<file path="src/rtl/bot_pkg.sv">
// Shared types for the blank-origin timing generator.
// Assumes both axes use the same counter width.
package bot_pkg;
    localparam int CNT_W     = 12;
    localparam int POL_W     = 4;
    localparam int POL_H_BIT = 0;
    localparam int POL_V_BIT = 3;

    typedef logic [CNT_W-1:0] cnt_t;

    // Timing settings of one axis, all measured from the start of blanking.
    typedef struct packed {
        cnt_t total;
        cnt_t sync_start;
        cnt_t sync_end;
        cnt_t blank_end;
    } axis_cfg_t;
endpackage

</file>
<file path="src/rtl/bot_cfg_shadow.sv">
// Holds the settings in force for the current frame.
// Assumes load pulses for one clock when both counters wrap together.
// While reset is held it follows its inputs continuously.
module bot_cfg_shadow
    import bot_pkg::*;
(
    input  logic      clk,
    input  logic      rst_n,
    input  logic      load,
    input  axis_cfg_t h_in,
    input  axis_cfg_t v_in,
    input  logic      pol_h_in,
    input  logic      pol_v_in,
    input  logic      dbl_in,
    output axis_cfg_t h_cfg,
    output axis_cfg_t v_cfg,
    output logic      pol_h,
    output logic      pol_v,
    output logic      dbl
);
    // Capture new settings during reset or on the frame boundary.
    always_ff @(posedge clk) begin
        if (!rst_n || load) begin
            h_cfg <= h_in;
            v_cfg <= v_in;
            pol_h <= pol_h_in;
            pol_v <= pol_v_in;
            dbl   <= dbl_in;
        end
    end
endmodule

</file>
<file path="src/rtl/bot_axis_counter.sv">
// Position counter for one axis: counts 0..limit, steps when step is high.
// Assumes limit does not change while the counter is mid-sweep.
module bot_axis_counter
    import bot_pkg::*;
(
    input  logic clk,
    input  logic rst_n,
    input  logic step,
    input  cnt_t limit,
    output cnt_t count,
    output logic wrap
);
    logic at_limit;

    // Detect the last position of the sweep.
    always_comb at_limit = (count == limit);

    // Report a wrap on the step that leaves the last position.
    always_comb wrap = step && at_limit;

    // Advance the position, or return to zero after the limit.
    always_ff @(posedge clk) begin
        if (!rst_n) begin
            count <= '0;
        end else if (step) begin
            count <= at_limit ? '0 : count + cnt_t'(1);
        end
    end
endmodule

</file>
<file path="src/rtl/bot_axis_decode.sv">
// Turns one axis position into a sync window and a visible flag.
// START_EXCL picks whether sync begins after sync_start (1) or on it (0).
// Assumes the offsets are already the ones in force for this frame.
module bot_axis_decode
    import bot_pkg::*;
#(
    parameter bit START_EXCL = 1'b0
) (
    input  cnt_t count,
    input  cnt_t sync_start,
    input  cnt_t sync_end,
    input  cnt_t blank_end,
    output logic sync_act,
    output logic visible
);
    logic past_start;

    generate
        if (START_EXCL) begin : g_excl
            // Sync opens on the position after the start value.
            always_comb past_start = (count > sync_start);
        end else begin : g_incl
            // Sync opens on the start value itself.
            always_comb past_start = (count >= sync_start);
        end
    endgenerate

    // Sync window closes on the end value.
    always_comb sync_act = past_start && (count < sync_end);

    // Visible once blanking for this axis is over.
    always_comb visible = (count >= blank_end);
endmodule

</file>
<file path="src/rtl/bot_timing_gen.sv">
// Blank-origin raster timing generator.
// Counters start at the first blanked position, and totals are stored minus one.
// Settings apply from reset or from the next frame boundary.
// Double-pixel mode holds each horizontal count for two clocks.
module bot_timing_gen
    import bot_pkg::*;
(
    input  logic             clk,
    input  logic             rst_n,
    input  logic [CNT_W-1:0] h_total,
    input  logic [CNT_W-1:0] h_sync_start,
    input  logic [CNT_W-1:0] h_sync_end,
    input  logic [CNT_W-1:0] h_blank_end,
    input  logic [CNT_W-1:0] v_total,
    input  logic [CNT_W-1:0] v_sync_start,
    input  logic [CNT_W-1:0] v_sync_end,
    input  logic [CNT_W-1:0] v_blank_end,
    input  logic [POL_W-1:0] sync_pol,
    input  logic             dbl_pixel,
    output logic             hsync,
    output logic             vsync,
    output logic             blank,
    output logic             active,
    output logic [CNT_W-1:0] h_count,
    output logic [CNT_W-1:0] v_count
);
    axis_cfg_t h_in, v_in, sh_h, sh_v;
    logic      sh_pol_h, sh_pol_v, sh_dbl;
    logic      phase, h_step, h_wrap, v_wrap;
    logic      h_sync_act, v_sync_act, h_vis, v_vis;
    logic      unused_pol;

    // Gather the configuration inputs into per-axis records.
    always_comb begin
        h_in = '{total: h_total, sync_start: h_sync_start,
                 sync_end: h_sync_end, blank_end: h_blank_end};
        v_in = '{total: v_total, sync_start: v_sync_start,
                 sync_end: v_sync_end, blank_end: v_blank_end};
    end

    // Polarity bits other than the two sync controls are not used.
    always_comb unused_pol = ^{sync_pol[2:1]};

    bot_cfg_shadow u_shadow (
        .clk      (clk),
        .rst_n    (rst_n),
        .load     (v_wrap),
        .h_in     (h_in),
        .v_in     (v_in),
        .pol_h_in (sync_pol[POL_H_BIT]),
        .pol_v_in (sync_pol[POL_V_BIT]),
        .dbl_in   (dbl_pixel),
        .h_cfg    (sh_h),
        .v_cfg    (sh_v),
        .pol_h    (sh_pol_h),
        .pol_v    (sh_pol_v),
        .dbl      (sh_dbl)
    );

    // Alternate phase in double-pixel mode; hold at zero otherwise.
    always_ff @(posedge clk) begin
        if (!rst_n) begin
            phase <= 1'b0;
        end else begin
            phase <= sh_dbl ? ~phase : 1'b0;
        end
    end

    // Horizontal count advances every clock, or every second clock.
    always_comb h_step = ~sh_dbl | phase;

    bot_axis_counter u_hcnt (
        .clk   (clk),
        .rst_n (rst_n),
        .step  (h_step),
        .limit (sh_h.total),
        .count (h_count),
        .wrap  (h_wrap)
    );

    bot_axis_counter u_vcnt (
        .clk   (clk),
        .rst_n (rst_n),
        .step  (h_wrap),
        .limit (sh_v.total),
        .count (v_count),
        .wrap  (v_wrap)
    );

    bot_axis_decode #(.START_EXCL(1'b1)) u_hdec (
        .count      (h_count),
        .sync_start (sh_h.sync_start),
        .sync_end   (sh_h.sync_end),
        .blank_end  (sh_h.blank_end),
        .sync_act   (h_sync_act),
        .visible    (h_vis)
    );

    bot_axis_decode #(.START_EXCL(1'b0)) u_vdec (
        .count      (v_count),
        .sync_start (sh_v.sync_start),
        .sync_end   (sh_v.sync_end),
        .blank_end  (sh_v.blank_end),
        .sync_act   (v_sync_act),
        .visible    (v_vis)
    );

    // Active-low sync by default; a set polarity bit flips it.
    always_comb begin
        hsync = ~h_sync_act ^ sh_pol_h;
        vsync = ~v_sync_act ^ sh_pol_v;
    end

    // Visible area needs both axes out of blanking.
    always_comb begin
        active = h_vis & v_vis;
        blank  = ~active;
    end
endmodule

</file>
<file path="config.mk">
export PLATFORM = sky130hd
export DESIGN_NAME = bot_timing_gen
export DESIGN_NICKNAME = d
export VERILOG_FILES = /design/src/rtl/bot_pkg.sv /design/src/rtl/bot_cfg_shadow.sv /design/src/rtl/bot_axis_counter.sv /design/src/rtl/bot_axis_decode.sv /design/src/rtl/bot_timing_gen.sv
export SDC_FILE = /design/constraint.sdc
export NUM_CORES = 1
export LEC_CHECK = 0
export BUFFER_PORTS_ARGS = -buffer_cell sky130_fd_sc_hd__clkbuf_2
export CAP_MARGIN = 20
export CORE_MARGIN = 4
export CORE_UTILIZATION = 45
export CTS_BUF_LIST = sky130_fd_sc_hd__clkbuf_2
export DETAILED_ROUTE_END_ITERATION = 8
export GPL_ROUTABILITY_DRIVEN = 0
export PLACE_DENSITY = 0.68
export SKIP_CTS_REPAIR_TIMING = 1
export SYNTH_ARGS = -nofsm -noshare
export SYNTH_HDL_FRONTEND = slang
export SYNTH_SLANG_ARGS = --single-unit
</file>
<file path="constraint.sdc">
create_clock -name clk -period 11.8 [get_ports clk]
set_input_delay 1.18 -clock clk [delete_from_list [all_inputs] [get_ports clk]]
set_output_delay 1.18 -clock clk [all_outputs]
set_load 0.005 [all_outputs]
</file>
==> impl_metrics.ini <==
[setup_path]
r2r_end = u_shadow.v_cfg[3]$_DFFE_PP_
r2r_slack_ns = 9.05
cp_max_fo = 8
arrival_ns = 2.96
worstSetupStartpoint = u_vcnt.count[10]$_SDFFE_PN0P_
start_kind = flip-flop
reg2reg_from = u_hcnt.count[4]$_SDFFE_PN0N_
reg2regPathDepth = 5
cp-endpoint = vsync
cp-end-kind = primary output
crit_required_ns = 10.62
critPathKind = flip-flop to primary output

[timing]
clock_skew_ns = 0.0197
slew_headroom = 0.499
drv_slew = 0
finalCriticalPeriod_ns = 4.14
setup_violations = 0
rsz0062_at_grt = false
hold_violations = 0
tightest_slew_ns = 0.752
period_share = 0.351
fmax_mhz = 241
fin_setup_tns_ns = 0

[final_layout]
layout_common_cells = 146 x clkbuf_2, 99 x edfxtp_1, 72 x ha_1
nets = 815
num_antenna_cells = 0
mostFrequentLayoutCell = clkbuf_2
stdcell_count = 829
area_growth_pct = 20.0
nFillCells = 1163
drive_gt1_frac = 0.262

[cts]
clkSinkCount = 124
clockBufferDepth = 2
clk_pin_slew_ns = 0.19
clk_latency_ns = 0.70
cts_tree = done
cts_buffers = 17
cts-root-buf = clkbuf_2
ctsHtreeMaxLevel = 4

[min_path]
hp-class = flip-flop to flip-flop

[logic_synthesis]
synth_top_flop_cell = edfxtp_1
syn_inst = 495
synth.area.mux_share = 0
synth.distinct_cells = 44
synth-edff-count = 99
synth_xor_area_frac = 0.0585
synth_compound_area_frac = 0.0738
syn_area_per_cell_um2 = 12.4
synthArstFlopShare = 0
synth_top_family_by_area = adder cells
ys_seq_elements = 124
synthAdderAreaFrac = 0.147
yosys-top-cells-area = edfxtp_1 48%, ha_1 15%, dfxtp_1 8.2%
synth_fp_nets = 670
yosysWarnings = 0
yosysTopAreaCell = edfxtp_1
syn_area_um2 = 6140
yosys.area_share.simple = 0.108
ys_seq_area_frac = 0.566
yosysTopAreaCellShare = 0.485

[grt]
antenna_found_initial = 0
grt_start_max_net_pins = 58
grt_pass1_vias = 4488
grt.overflow.total = 0
track_usage = 0.178
grt_pass1_wl_mm = 21.5

[pwr]
leakage_nw = 3.60
power_density_nw_per_um2 = 129
ir_drop_v = 0.0000975

[die]
io-pin-count = 131
fp.dieW_um = 125
rows = 42
dieArea_um2 = 15600
dieHeight_um = 125
start_util = 0.462
core_area_um2 = 13300

[run_status]
status = finished, final reports clean

[routing]
final_antenna_net_count = 0
dr.pass1.iters = 4
wl_per_cell_um = 16.2
drc = 0
via_count = 4299
vias_per_cell = 5.19
dr.first_iter.drc_count = 268
routed_wl_mm = 13.4

[place]
hpwl_mm = 9.97
place.port_buffers = 128
dp.cells = 797

[job]
cap_violations = 0
## critical path, cell delays in order (launching register included)
cell	delay (ns)
dfxtp_1	0.65
ha_1	0.25
nand4_1	0.21
nor4_1	0.38
nor4_1	0.08
nor4_1	0.39
xnor2_1	0.17
clkbuf_2	0.14
## state kept, by name (all words and copies together) (netlist names)
signal          cells
phase               1
u_shadow.h_cfg     48
u_hcnt.count       12
u_shadow.pol_v      1
u_shadow.dbl        1
u_shadow.pol_h      1
u_shadow.v_cfg     48
u_vcnt.count       12
## cells in the mapped netlist, types with 2 or more instances
| cell | instances |
|---|---|
| o211ai_1 | 2 |
| o22ai_1 | 3 |
| a21o_1 | 20 |
| nor3b_1 | 2 |
| xor2_1 | 31 |
| nand3b_1 | 2 |
| a21boi_0 | 2 |
| nor4_4 | 2 |
| o21a_1 | 2 |
| a211oi_1 | 2 |
| inv_1 | 70 |
| a21oi_1 | 24 |
| nor2_1 | 23 |
| dfxtp_1 | 25 |
| a2111oi_0 | 2 |
| nor4_1 | 8 |
| nand2_1 | 14 |
| nor2b_1 | 6 |
| nand3_1 | 12 |
| or3_1 | 3 |
| and2_1 | 3 |
| ha_1 | 72 |
| xnor2_1 | 10 |
| edfxtp_1 | 99 |
| clkbuf_1 | 3 |
| nand2b_1 | 5 |
| nand4_1 | 17 |
| a22o_1 | 2 |
| and3_1 | 3 |
| nor3_1 | 4 |
| o21ai_0 | 9 |
## cell families after synthesis
group                      after synthesis
AOI/OAI and AO/OA                       71
and+or+nand+nor                        113
buffers and inverters                   74
adders and majority gates               72
DFF                                    124
xor gates and xnor gates                41
## report_power, final
part	leakage [nW]	switching, W	total, W	internal [W]
registers	1.17	0.00000817	0.000503	0.000494
logic	2.22	0.0000324	0.0000606	0.0000282
clock network	0.207	0.000160	0.000383	0.000223
total	3.60	0.000201	0.000946	0.000746
## routing by layer
metal | vias to the layer above | GRT usage | part of all wire
li1 | 2079 | - | -
met2 | 139 | 0.319 | 0.51
met3 | 29 | 0.0540 | 0.056
met1 | 2052 | 0.190 | 0.40
met5 | - | 0 | 0
met4 | 0 | 0.0877 | 0.033
## through the flow
step	power, W	cell area (um2)	setup slack (ns)	util	hold slack (ns)
floorplan	0.000545	6140	5.43	-	0.523
global placement	0.000570	7000	8.48	0.527	0.547
detailed placement	0.000574	7000	8.40	0.527	0.575
CTS	0.000956	7360	7.56	0.554	0.559
global route	0.000982	7360	7.30	0.554	0.551
finish	0.000946	7360	7.66	0.554	0.596
## area by class of cell
cell class	count	area, um2	area share
well taps	176	220	0.0299
clock buffers	18	90.1	0.0122
repair buffers	130	656	0.0891
flip-flops and latches	124	3470	0.472
multi-input cells	297	2390	0.324
clock inverters	14	272	0.0369
inverters	70	263	0.0357
## worst min path at each step
stage                                         to  slack [ns]  cells past startpoint              from
floorplan           u_hcnt.count[1]$_SDFFE_PN0N_        0.52                      3  phase$_SDFF_PN0_
global placement    u_hcnt.count[1]$_SDFFE_PN0N_        0.55                      3  phase$_SDFF_PN0_
detailed placement  u_hcnt.count[1]$_SDFFE_PN0N_        0.57                      3  phase$_SDFF_PN0_
CTS                  u_shadow.h_cfg[3]$_DFFE_PP_        0.56                      1    h_blank_end[3]
global route              u_shadow.dbl$_DFFE_PP_        0.55                      1         dbl_pixel
finish              u_hcnt.count[1]$_SDFFE_PN0N_        0.60                      3  phase$_SDFF_PN0_
Power figures use the tool's default switching activity.
